===== config.mk =====
export PLATFORM = sky130hd
export DESIGN_NAME = fold_lut_cell
export DESIGN_NICKNAME = d
export VERILOG_FILES = /design/src/rtl/fold_lut_cell.sv
export SDC_FILE = /design/constraint.sdc
export NUM_CORES = 1
export LEC_CHECK = 0
export ABC_AREA = 1
export BUFFER_PORTS_ARGS = -buffer_cell sky130_fd_sc_hd__buf_2
export CAP_MARGIN = 20
export CELL_PAD_IN_SITES_DETAIL_PLACEMENT = 1
export CELL_PAD_IN_SITES_GLOBAL_PLACEMENT = 1
export CORE_MARGIN = 2
export CORE_UTILIZATION = 50
export DETAILED_ROUTE_END_ITERATION = 8
export GPL_TIMING_DRIVEN = 0
export PLACE_DENSITY = 0.76
export SYNTH_ARGS = -nofsm -noshare
export SYNTH_HDL_FRONTEND = slang
export SYNTH_SLANG_ARGS = --single-unit

===== constraint.sdc =====
create_clock -name clk -period 3.4 [get_ports clk]
set_input_delay 0.17 -clock clk [delete_from_list [all_inputs] [get_ports clk]]
set_output_delay 0.17 -clock clk [all_outputs]
set_load 0.1 [all_outputs]

===== src/rtl/fold_lut_cell.sv =====
module fold_lut_cell #(
  parameter int CTX    = 16,
  parameter int LUT_IN = 4,
  parameter int FOLDW  = 4,
  localparam int TTW   = 1 << LUT_IN,
  localparam int CW    = TTW + LUT_IN + 1,
  localparam int IDXW  = $clog2(CTX)
) (
  input  logic            clk,
  input  logic            rst,
  input  logic            en,
  input  logic            cfg_we,
  input  logic [IDXW:0]   cfg_idx,
  input  logic [CW-1:0]   cfg_word,
  input  logic [IDXW-1:0] ctx_last,
  input  logic [FOLDW-1:0] eval_m1,
  input  logic [LUT_IN-1:0] ext_in,
  output logic            lut_out,
  output logic [IDXW-1:0] ctx_cur,
  output logic            done
);

  logic [CW-1:0]     store [CTX];
  logic [CW-1:0]     work_q;
  logic [IDXW-1:0]   ctx_q;
  logic [FOLDW-1:0]  eval_q;
  logic              ff_q;
  logic              done_q;
  logic [LUT_IN-1:0] addr;

  wire [TTW-1:0]    tt       = work_q[TTW-1:0];
  wire [LUT_IN-1:0] sel      = work_q[TTW +: LUT_IN];
  wire              reg_mode = work_q[CW-1];
  wire              lut_val  = tt[addr];
  wire              step_end = (eval_q == eval_m1);
  wire              seq_end  = (ctx_q >= ctx_last);
  wire [IDXW-1:0]   ctx_nxt  = seq_end ? '0 : ctx_q + 1'b1;
  wire              wr_ok    = cfg_we && !en && !cfg_idx[IDXW];

  for (genvar i = 0; i < LUT_IN; i++) begin : g_insel
    assign addr[i] = sel[i] ? ff_q : ext_in[i];
  end

  always_ff @(posedge clk) begin
    if (wr_ok) store[cfg_idx[IDXW-1:0]] <= cfg_word;
  end

  always_ff @(posedge clk) begin
    if (rst) begin
      ctx_q  <= '0;
      eval_q <= '0;
      ff_q   <= 1'b0;
      done_q <= 1'b0;
      work_q <= '0;
    end else if (!en) begin
      ctx_q  <= '0;
      eval_q <= '0;
      ff_q   <= 1'b0;
      done_q <= 1'b0;
      work_q <= store[0];
    end else begin
      ff_q <= lut_val;
      if (step_end) begin
        eval_q <= '0;
        ctx_q  <= ctx_nxt;
        work_q <= store[ctx_nxt];
        done_q <= seq_end;
      end else begin
        eval_q <= eval_q + 1'b1;
        done_q <= 1'b0;
      end
    end
  end

  assign lut_out = reg_mode ? ff_q : lut_val;
  assign ctx_cur = ctx_q;
  assign done    = done_q;

endmodule



# Word level (Yosys, flattened, before mapping)
# Memories as Yosys holds them, arrays and structs flattened.
# Cells that the tools add are included.
[classes]
add_sub_neg = 2
magnitude_cmp = 2
eq_ne = 2
mux = 12
bitwise = 2
n_reduce_logical = 7
[ops]
columns = ["op", "count"]
rows = [
  ["21-bit two-way mux", 2],
  ["4-bit by 1-bit adder with 4-bit output (second input constant)", 2],
  ["1-bit two-way mux", 8],
  ["3-bit OR reduction", 2],
  ["4-bit by 5-bit less-than comparator with 1-bit output (second input constant)", 1],
  ["1-bit binary-select mux with 4-bit select", 1],
  ["4-bit == test", 1],
  ["4-bit greater-or-equal comparator", 1],
  ["4-bit two-way mux", 1],
  ["1-bit logical AND", 2],
  ["1-bit logical NOT", 2],
  ["2-bit by 1-bit inequality test with 1-bit output (second input constant)", 1],
  ["1-bit NOT", 2],
  ["2-bit OR reduction", 1],
]
[totals]
register_bits = 31
ram_bits = 336
input_bits = 42
output_inout_bits = 6
word_cells = 33
n_memories = 1
[memory_table]
columns = ["name", "depth", "word_bits", "read_ports", "rd_clocked_by_memory_dff", "wr", "line_no", "text"]
rows = [
  ["store", 16, 21, 2, 0, 1, "23", "logic [CW-1:0] store [CTX];"],
]

# Longest topological paths before layout
# Gate-level depths: netlist of run 1.
[logic_depth]
ltp_word = 5
ltp_mapped = 19
mapped_depth_nobuf = 15

# Least setup slack after synthesis of run 1
# Ideal clock, no wire load.
[synth_timing]
path_type = "register -> register"
startpoint = "register ctx_q[0] (netlist: ctx_cur[0])"
endpoint = "register work_q[10]"
setup_ns = 0.113
t_arrival_ns = 3.005
required_ns = 3.287
slack_ns = 0.282
stages_incl_launch_ff = 19
path_cell_list = "dfxtp_1 inv_1 buf_2 buf_2 ha_1 inv_1 nand2_1 nand2_1 nand2_1 nand2_2 nand3_4 buf_4 buf_2 o211ai_1 nand3_1 nand3_1 nand2_1 nand2_1 nand2_1"
[synth_via]
elab_chain_cells = 5
[synth_rtl]
columns = ["element", "line_no", "text"]
rows = [
  ["from (decl)", "25", "logic [IDXW-1:0] ctx_q;"],
  ["from (signal assigned)", "65", "ctx_q <= ctx_nxt;"],
  ["4-bit by 1-bit adder with 4-bit output or 4-bit greater-or-equal comparator (tied branches)", "37, 36", ""],
  ["4-bit two-way mux (*)", "37", "wire [IDXW-1:0] ctx_nxt = seq_end ? '0 : ctx_q + 1'b1;"],
  ["memory 16 x 21 bit (*)", "--", ""],
  ["21-bit two-way mux (*)", "63", "if (step_end) begin"],
  ["21-bit two-way mux (*)", "55", "end else if (!en) begin"],
  ["to (signal assigned)", "60", "work_q <= store[0];"],
  ["to (signal assigned)", "66", "work_q <= store[ctx_nxt];"],
  ["to (decl)", "24", "logic [CW-1:0] work_q;"],
]
# Every way passes the cells marked *; elsewhere a longest branch is shown, timed or not. The select of a mux whose other input is x is not followed.
# A chain may end at the register's enable or synchronous reset.

# Final worst setup path of run 1
[layout_timing]
startpoint = "register ctx_q[0] (netlist: ctx_cur[0])"
endpoint = "register work_q[13]"
# Same word-level chain as after synthesis.

==> impl_metrics.json, run 1 <==
{
  "status": "complete, no violations",
  "grt_pass1_wl_um": 68700,
  "yosys.area.top_type": "edfxtp_1",
  "finalCriticalPeriod_ns": 3.27,
  "cts_tree": "built",
  "dp_hpwl_um": 31100,
  "yosysWarnings": 0,
  "yosys_most_used_dff": "edfxtp_1",
  "wl_per_cell_um": 24.7,
  "ir_worst_vdd_uv": 423,
  "path_cells": "inv_1 -> clkbuf_4 -> clkbuf_4 -> ha_1 -> inv_1 -> nand2_1 -> nand2_1 -> nand2_1 -> nand2_4 -> nand3_4 -> buf_6 -> buf_2 -> o211ai_1 -> nand3_1 -> nand3_1 -> nand2_1 -> nand2_1 -> nand2_1",
  "vias_per_cell": 5.91,
  "firstDrtPassIters": 5,
  "synth_cell_types": 34,
  "finalHoldViolations": 0,
  "rows": 64,
  "r2r-start": "ctx_cur[0]$_SDFFE_PP0P_",
  "die_y_um": 179,
  "drive_above_1_share_pct": 12.9,
  "totalWireLength_um": 46000,
  "grt_remaining_overflow": 0,
  "fin_crit_sh_pct": 96.2,
  "antenna_found_initial": 1,
  "diodes": 0,
  "yosys.cell_count.top_type": "edfxtp_1",
  "clk_pin_slew_ns": 0.06,
  "syn2layout_area_growth_pct": 15.5,
  "die_w_um": 179,
  "gp_congestion": 0.835,
  "placedCellCount": 1797,
  "fillerInstances": 3193,
  "die-area_um2": 32100,
  "ctsRootBufferMaster": "clkbuf_16",
  "finalClockSkew_ns": 0.0104,
  "path_buf_inv": 6,
  "synth_fp_nets": 1386,
  "syn_avg_cell_area_um2": 11.5,
  "netlist_area_um2": 15300,
  "cp.arrival_ns": 3.73,
  "ys_async_sr_fraction_pct": 0,
  "fmax_mhz": 306,
  "hp-start": "cfg_word[18]",
  "dr_total_vias": 11000,
  "ios": 48,
  "cts_buffers": 40,
  "worstSetupStartpoint": "ctx_cur[0]$_SDFFE_PP0P_",
  "ff2ff_setup_slack_ns": 0.13,
  "setup_viol_count_final": 0,
  "synth-edff-count": 336,
  "syn_inst": 1338,
  "antenna_left": 0,
  "holdCritPathClass": "in -> reg",
  "drv_slew": 0,
  "grt_pass1_vias": 11200,
  "path_delay_family": "simple AND/OR/NAND/NOR gates",
  "yosys-top-cells-count": "336 x edfxtp_1, 201 x nor2_1, 193 x nand2_1",
  "cp-end-kind": "register",
  "htree_levels": 2,
  "clk_path_buf_depth": 3,
  "final_nets": 1492,
  "grt_start_max_net_pins": 17,
  "multi_input_comb_area_um2": 3880,
  "relSlewSlack_pct": 41.2,
  "regArea_um2": 10700,
  "post-route-drc-count": 0,
  "cp_common_cell": "nand2_1",
  "crit_type": "reg -> reg",
  "startpoint_type": "register",
  "ys_seq_area_share_pct": 69.8,
  "crit_slowest_cell": "dfxtp_1",
  "instances_no_fill": 1861,
  "p_leak_nw": 6.64,
  "power_density_nw_per_um2": 542,
  "yosys-top-cells-area": "edfxtp_1 66%, nor2_1 4.9%, nand2_1 4.7%, nand3_1 4.5%, dfxtp_1 4.0%",
  "tns_ns": 0,
  "core_um2": 30400,
  "synth_top_area_share_pct": 65.8,
  "start_util_pct": 50.4,
  "slowest_delay_ns": 0.44,
  "worstSkewPairLatency_ns": 0.52,
  "clock_sinks": 367,
  "cap_violations": 0,
  "first_iter_violations": 1071,
  "ys_seq_elements": 367,
  "port_buffers": 47,
  "crit_fanout": 10,
  "grt_usage_pct": 29.3,
  "required_ns": 3.86,
  "worst_slew_pin_slew_ns": 0.881
}
==> cell usage in the layout, fill, tap and decap left out, types with 2 or more instances in the layout <==
cell | netlist | final
nand3_1 | 137 | 136
a21oi_1 | 8 | 8
buf_2 | 36 | 80
o22ai_1 | 9 | 9
xor2_1 | 7 | 7
o21ai_1 | 26 | 26
clkinv_2 | 0 | 2
inv_1 | 106 | 106
buf_6 | 8 | 8
or2_1 | 11 | 11
or2_0 | 4 | 4
clkinv_1 | 1 | 10
clkbuf_16 | 0 | 41
or2_2 | 7 | 7
nand4_1 | 6 | 6
buf_1 | 5 | 4
nand2_1 | 193 | 193
buf_8 | 0 | 6
clkbuf_1 | 25 | 30
edfxtp_1 | 336 | 336
nor2_2 | 1 | 17
clkbuf_4 | 0 | 2
o21ai_0 | 82 | 82
ha_1 | 6 | 6
nand3_4 | 1 | 2
buf_16 | 0 | 10
o221ai_1 | 2 | 2
bufinv_16 | 0 | 3
nor2_1 | 201 | 185
dfxtp_1 | 31 | 31
clkbuf_2 | 0 | 4
o211ai_1 | 80 | 80
==> routing by layer <==
metal  GRT usage, %  part of all wire (%)  vias to the layer above
met1           38.5                    39                     5513
met2           48.9                    49                      456
met5              0                 0.028                        -
met3           4.35                   7.4                      128
li1               -                     -                     4899
met4           12.0                   4.1                        2
==> metrics by stage <==
step / area (µm²) / worst slack [ns] / hold slack, ns / total power, mW / util (%)
global route: 17700 / -0.0194 / 0.0281 / 9.83 / 58.2
global placement: 16100 / -0.0850 / 0.366 / 5.55 / 52.8
finish: 17700 / 0.129 / 0.0291 / 9.61 / 58.2
detailed placement: 16500 / -0.130 / 0.365 / 5.58 / 54.1
floorplan: 15300 / 0.282 / 0.239 / 5.35 / -
CTS: 17700 / 0.00108 / 0.0190 / 9.62 / 58.1
==> power breakdown <==
part | switching (mW) | internal [mW] | total [mW]
registers | 0.0169 | 4.96 | 4.98
clock network | 1.70 | 2.40 | 4.11
logic | 0.378 | 0.143 | 0.521
total | 2.10 | 7.51 | 9.61
==> layout make-up <==
cell class,count,area share [%]
flip-flops and latches,367,60.5
multi-input cells,788,21.9
clock buffers,49,5.96
repair buffers,65,3.56
well taps,396,2.80
inverters,108,2.29
plain buffers,74,2.23
clock inverters,14,0.756
==> kinds of logic (layout without fill, tap and decap cells) <==
kind of cell	Yosys count	in the layout	share of synthesized area (%)
flip-flops	367	367	69.8
AO/OA/AOI/OAI	209	209	8.30
AND/OR/NAND/NOR	565	565	15.7
buffers and inverters	183	310	5.19
XOR/XNOR	8	8	0.457
adder cells (fa/ha/maj)	6	6	0.490
==> what timing repair did <==
item / in CTS / in global routing
hold buffers: 1 / 0
hold endpoints to repair: 1 / 0
endpoints found under the setup margin: 18 / 21
buffers inserted: 0 / 1
pin swaps: 0 / 1
gates cloned: 0 / 0
gates resized for setup: 3 / 8
==> sequential cells by signal, summed over array words and instances, names as in the netlist <==
name     cells
store      336
work_q      21
ctx_cur      4
eval_q       4
done         1
ff_q         1
==> worst paths after layout <==
path                                           endpoint  cells past startpoint
worst min-delay path             store[7][18]$_DFFE_PP_                      1
worst max-delay path            work_q[13]$_SDFFE_PP0P_                     18
worst max register to register  work_q[13]$_SDFFE_PP0P_                     18
worst min register to register     eval_q[0]$_SDFF_PP0_                      1
==> worst reg2reg max path: stages (launching register included) <==
cell and delay (ns):
dfxtp_1 0.44, inv_1 0.12, clkbuf_4 0.23, clkbuf_4 0.24, ha_1 0.32, inv_1 0.04, nand2_1 0.05, nand2_1 0.06
nand2_1 0.11, nand2_4 0.14, nand3_4 0.17, buf_6 0.22, buf_2 0.29, o211ai_1 0.14, nand3_1 0.10, nand3_1 0.25
nand2_1 0.16, nand2_1 0.07, nand2_1 0.07
Note: power is estimated with default switching activity, not from simulation.
==> run 2: changes to the inputs <==
- ABC_AREA: 1 -> 0
- CORE_UTILIZATION: 50 -> 26
- PLACE_DENSITY: 0.76 -> 0.42
==> run 2 against run 1 <==
  * Wire length increased by 5.0%
  * Final area up 2.4%
  * Largest power group unchanged
  * Highest routed layer unchanged
  * Setup slack improved by 0.059 ns
  * Sequential share of layout area decreased by 1.4 points
  * Power increased by 2.3%
==> impl_metrics.json, run 2 <==
{
  "status": "complete, no violations",
  "die_w_um": 246,
  "cp.arrival_ns": 3.04,
  "largest_reg_flops": 336,
  "fmax_mhz": 311,
  "antenna_left": 0,
  "clk_pin_slew_ns": 0.06,
  "clock_sinks": 367,
  "yosys-top-cells-count": "336 x edfxtp_1, 70 x mux2i_1, 44 x a21oi_1",
  "path_cells": "mux2i_2 -> mux4_2 -> a22oi_1 -> a41oi_1 -> buf_2",
  "synth_fp_nets": 1000,
  "yosys.cell_count.top_type": "edfxtp_1",
  "yosysWarnings": 0,
  "drive_above_1_share_pct": 21.8,
  "power_density_nw_per_um2": 542,
  "post-route-drc-count": 0,
  "ys_seq_elements": 367,
  "netSwitchingFraction_pct": 22.0,
  "totalWireLength_um": 48300,
  "whs_path_depth": 1,
  "cts_tree": "built",
  "pwr-share-seq_pct": 50.7,
  "htree_levels": 2,
  "yosys-top-cells-area": "edfxtp_1 66%, mux2i_1 4.6%, dfxtp_1 4.1%, mux2_2 2.3%, a21oi_1 1.4%",
  "grt_remaining_overflow": 0,
  "final_common_cell": "edfxtp_1",
  "switchingPower_mw": 2.16,
  "ctsRootBufferMaster": "clkbuf_16",
  "combPwrFrac_pct": 4.3,
  "gp_congestion": 0.750,
  "postCtsSetupBuffers": 0,
  "cp-end-kind": "output port",
  "finalClockSkew_ns": 0.00978,
  "netlist_area_um2": 15200,
  "core_um2": 57800,
  "required_ns": 3.23,
  "clk_path_buf_depth": 3,
  "fillerInstances": 5997,
  "firstDrtPassIters": 5,
  "cts_buffers": 43,
  "cap_violations": 0,
  "ys_seq_area_share_pct": 70.3,
  "place_area_um2": 16700,
  "cell_internal_pwr_mw": 7.66,
  "first_iter_violations": 587,
  "placedCellCount": 1778,
  "finalInstanceArea_um2": 18100,
  "worst_slew_pin_slew_ns": 0.909,
  "rows": 88,
  "ff2ff_setup_slack_ns": 0.27,
  "crit_slowest_cell": "mux4_2",
  "synth-edff-count": 336,
  "worstRegToRegCells": 7,
  "syn2layout_area_growth_pct": 19.1,
  "slowest_delay_ns": 0.64,
  "wl_per_cell_um": 25.9,
  "instances_no_fill": 1866,
  "yosys_most_used_dff": "edfxtp_1",
  "rsz0062_at_grt": "no",
  "grt_pass1_vias": 9821,
  "ctsHoldBuffers": 8,
  "crit_fanout": 6,
  "syn_inst": 952,
  "yosys.area.top_type": "edfxtp_1",
  "finalHoldWorstSlack_ns": 0.0326,
  "p_leak_nw": 5.78,
  "die_y_um": 246,
  "drv_slew": 0,
  "grt_pass1_wl_um": 69800,
  "finalPower_mw": 9.83,
  "port_buffers": 47,
  "startpoint_type": "register",
  "vias_per_cell": 4.87,
  "worstSetupStartpoint": "work_q[16]$_SDFFE_PP0P_",
  "grt_start_max_net_pins": 22,
  "ys_async_sr_fraction_pct": 0,
  "grt_usage_pct": 16.2,
  "setup_viol_count_final": 0,
  "finalCriticalPeriod_ns": 3.21,
  "start_util_pct": 26.3,
  "die-area_um2": 60500,
  "synth_top_area_share_pct": 66.3,
  "worstSkewPairLatency_ns": 0.56,
  "ios": 48,
  "crit_path_end": "lut_out",
  "mostFrequentLayoutCells": "336 x edfxtp_1, 80 x buf_2, 70 x mux2i_1",
  "antenna_found_initial": 2,
  "syn_avg_cell_area_um2": 16.0,
  "r2r-start": "ctx_cur[1]$_SDFFE_PP0P_",
  "fin_crit_sh_pct": 94.5,
  "dp_hpwl_um": 32100,
  "crit_type": "reg -> out",
  "cts_resized": 0,
  "holdCritPathClass": "in -> reg",
  "final_nets": 1114,
  "dr_total_vias": 9084,
  "finalHoldViolations": 0,
  "r2r-end": "work_q[14]$_SDFFE_PP0P_",
  "relSlewSlack_pct": 39.3,
  "clockPowerShare_pct": 45.0,
  "ir_worst_vdd_uv": 267,
  "synth_cell_types": 60
}
## run 2: changes by cell type after synthesis, sizes merged, moves of 44 or more
cell    before  now
o21ai      108    3
nor2       202   24
mux2         0   44
o211ai      80    3
inv        107    6
nand3      139   26
mux2i        0   71
nand2      194    9
## run 2: worst max-delay path: cells and delay by family, from the launching register on
kind | cells | cell delay [ns]
AO/OA/AOI/OAI | 2 | 0.48
flip-flops | 1 | 0.38
multiplexers | 2 | 1.26
buffers and inverters | 1 | 0.36
## run 2: metrics by stage
stage               worst slack (ns)  setup TNS [ns]  util [%]
floorplan                      0.374               0         -
finish                         0.188               0      31.4
global route                 0.00610               0      31.4
CTS                           0.0774               0      31.4
global placement               -2.25         -290.91      28.4
detailed placement             0.123               0      29.0
## run 2: cell type report
type / count / area [µm²] / area share, %
multi-input cells: 507 / 4210 / 23.2
clock buffers: 58 / 1170 / 6.47
inverters: 6 / 22.5 / 0.124
flip-flops and latches: 367 / 10700 / 59.0
plain buffers: 72 / 395 / 2.18
well taps: 765 / 957 / 5.28
clock inverters: 21 / 145 / 0.800
repair buffers: 69 / 531 / 2.92
diodes: 1 / 2.50 / 0.0138
## run 2: logic make-up (layout without fill, tap and decap cells)
| group | Yosys count | in the layout | share of synthesized area (%) |
|---|---|---|---|
| AOI/OAI and AO/OA | 229 | 229 | 12.2 |
| other | 0 | 1 | 0 |
| adders and majority gates | 6 | 6 | 0.493 |
| and+or+nand+nor | 148 | 148 | 5.36 |
| muxes | 116 | 116 | 8.31 |
| DFF | 367 | 367 | 70.3 |
| buffers and inverters | 78 | 226 | 2.74 |
| xor gates and xnor gates | 8 | 8 | 0.509 |
## run 2: how the worst min path moves through the flow
| stage | start | to | slack [ns] |
|---|---|---|---|
| 2_1_floorplan | cfg_word[0] | store[0][0]$_DFFE_PP_ | 0.27 |
| 3_3_place_gp | eval_q[0]$_SDFF_PP0_ | eval_q[0]$_SDFF_PP0_ | 0.47 |
| 3_5_place_dp | eval_q[0]$_SDFF_PP0_ | eval_q[0]$_SDFF_PP0_ | 0.48 |
| 4_1_cts | cfg_word[12] | store[11][12]$_DFFE_PP_ | 0.002 |
| 5_1_grt | cfg_word[2] | store[6][2]$_DFFE_PP_ | 0.01 |
| 6_report | cfg_word[4] | store[14][4]$_DFFE_PP_ | 0.03 |
## run 2: power groups by stage
stage | clock [mW] | combinational, mW | sequential (mW)
2_1_floorplan | 0 | 0.203 | 5.07
3_3_place_gp | 0 | 0.406 | 5.08
3_5_place_dp | 0 | 0.419 | 5.08
4_1_cts | 4.56 | 0.427 | 4.98
5_1_grt | 4.73 | 0.456 | 4.98
6_report | 4.43 | 0.419 | 4.98
## run 2: per-layer routing
layer	vias to the layer above	part of all wire, %	global-route usage [%]
li1	4125	-	-
met4	2	2.3	4.46
met1	4725	46	21.4
met2	166	48	26.9
met5	-	0.027	0
met3	66	3.8	3.16
==> run 3: changes to the inputs <==
- CELL_PAD_IN_SITES_DETAIL_PLACEMENT: 1 -> unset
- CELL_PAD_IN_SITES_GLOBAL_PLACEMENT: 1 -> unset
- PLACE_DENSITY: 0.42 -> 0.37
==> run 3 against run 2 <==
  * Final area fell by 0.93%
  * First-iteration DRC count increased by 34%
  * Cell count is 0.38% lower
  * Utilization down 0.29 points
  * Fmax decreased by 0.35%
  * Wire length is 3.8% lower
  * Largest power group unchanged
  * Highest routed layer is now met4
==> impl_metrics.json, run 3 (same netlist as run 2, synthesis figures left out) <==
{
  "first_iter_violations": 786,
  "grt_usage_pct": 15.5,
  "power_density_nw_per_um2": 533,
  "min_to": "store[0][12]$_DFFE_PP_",
  "ctsRootBufferMaster": "clkbuf_16",
  "rows": 88,
  "cts_buffers": 43,
  "cp.arrival_ns": 3.05,
  "finalClockSkew_ns": 0.0296,
  "cts_tree": "built",
  "startpoint_type": "register",
  "slowest_delay_ns": 0.70,
  "die-area_um2": 60500,
  "required_ns": 3.23,
  "die_y_um": 246,
  "ir_worst_vdd_uv": 264,
  "worst_slew_pin_slew_ns": 0.958,
  "grt_pass1_vias": 9348,
  "dp_hpwl_um": 30600,
  "r2r-start": "ctx_cur[3]$_SDFFE_PP0P_",
  "worstRegToRegCells": 6,
  "firstDrtPassIters": 5,
  "htree_levels": 2,
  "relSlewSlack_pct": 35.8,
  "clk_path_buf_depth": 3,
  "ff2ff_setup_slack_ns": 0.22,
  "die_w_um": 246,
  "crit_fanout": 7,
  "grt_start_max_net_pins": 22,
  "finalInstanceArea_um2": 18000,
  "wl_per_cell_um": 25.0,
  "start_util_pct": 26.3,
  "clock_sinks": 367,
  "totalWireLength_um": 46500,
  "placedCellCount": 1776,
  "place_area_um2": 16700,
  "antenna_found_initial": 2,
  "grt_pass1_wl_um": 67000,
  "rsz0062_at_grt": "no",
  "gp_congestion": 0.759,
  "cts_resized": 0,
  "ios": 48,
  "fin_crit_sh_pct": 94.8,
  "dr_total_vias": 9041,
  "cp_common_cell": "mux2i_1",
  "crit_type": "reg -> out",
  "drive_above_1_share_pct": 21.5,
  "clk_pin_slew_ns": 0.06,
  "fmax_mhz": 310,
  "finalCriticalPeriod_ns": 3.22,
  "holdCritPathClass": "in -> reg",
  "dp_slack_ns": 0.173,
  "worstSkewPairLatency_ns": 0.57,
  "final_nets": 1110,
  "antenna_left": 0,
  "whs_path_depth": 1,
  "syn2layout_area_growth_pct": 18.0,
  "instances_no_fill": 1859,
  "vias_per_cell": 4.86,
  "core_um2": 57800,
  "port_buffers": 47,
  "finalWorstSetupSlack_ns": 0.176,
  "final_common_cell": "edfxtp_1",
  "mostFrequentLayoutCells": "336 x edfxtp_1, 80 x buf_2, 70 x mux2i_1",
  "r2r-end": "work_q[16]$_SDFFE_PP0P_",
  "hp-start": "cfg_word[12]",
  "p_leak_nw": 5.71,
  "cap_violations": 0,
  "largest_reg_flops": 336,
  "drv_slew": 0,
  "finalHoldViolations": 0,
  "grt_remaining_overflow": 0,
  "cp-end-kind": "output port",
  "status": "complete, no violations",
  "tns_ns": 0,
  "setup_viol_count_final": 0,
  "utilization_pct": 31.1,
  "crit_slowest_cell": "mux2i_1",
  "path_cells": "mux2i_1 -> mux2i_1 -> mux2i_1 -> a22oi_1 -> a41oi_1 -> buf_2",
  "post-route-drc-count": 0
}
[run 3: layout make-up]
type	instances	area (µm²)
plain buffers	72	395
inverters	6	22.5
repair buffers	65	454
clock buffers	55	1120
clock inverters	21	116
well taps	765	957
flip-flops and latches	367	10700
diodes	1	2.50
fillers	5665	39800
multi-input cells	507	4200
[run 3: what timing repair did]
action | CTS | global route
setup buffers | 0 | 0
hold endpoints to repair | 59 | 0
hold buffers | 6 | 0
[run 3: worst max-delay path by stage]
stage	start	endpoint	slack [ns]	depth (start not counted)
final	ff_q$_SDFF_PP0_	lut_out	0.18	6
after global routing	ff_q$_SDFF_PP0_	lut_out	0.02	6
after CTS	ff_q$_SDFF_PP0_	lut_out	0.12	6
after detailed placement	en	store[3][18]$_DFFE_PP_	0.17	8
after global placement	en	store[3][18]$_DFFE_PP_	-2.16	6
after floorplan	work_q[16]$_SDFFE_PP0P_	lut_out	0.37	5
[run 3: layer usage]
metal	up-vias	GRT usage [%]	wire length, µm
met4	0	4.40	1080
met1	4615	20.8	21100
met3	62	3.30	2430
met2	235	25.1	21900
met5	-	0	0
li1	4129	-	-
[run 3: where the power goes]
part           switching (mW)  internal (mW)  leakage [nW]
combinational           0.286          0.127          1.83
clock                    1.80           2.39         0.604
sequential             0.0165           4.96          3.28
total                    2.10           7.48          5.71
[run 3: critical path: cells and delay by family, from the launching register on]
family | cells | cell delay (ns)
AO/OA/AOI/OAI | 2 | 0.50
buffers and inverters | 1 | 0.50
flip-flops | 1 | 0.38
multiplexers | 3 | 1.10
[run 3: per-stage QoR]
step	hold WS (ns)	total power, mW
finish	0.0243	9.58
CTS	0.00198	9.74
floorplan	0.269	5.28
global route	0.0189	9.94
detailed placement	0.483	5.49
global placement	0.474	5.48
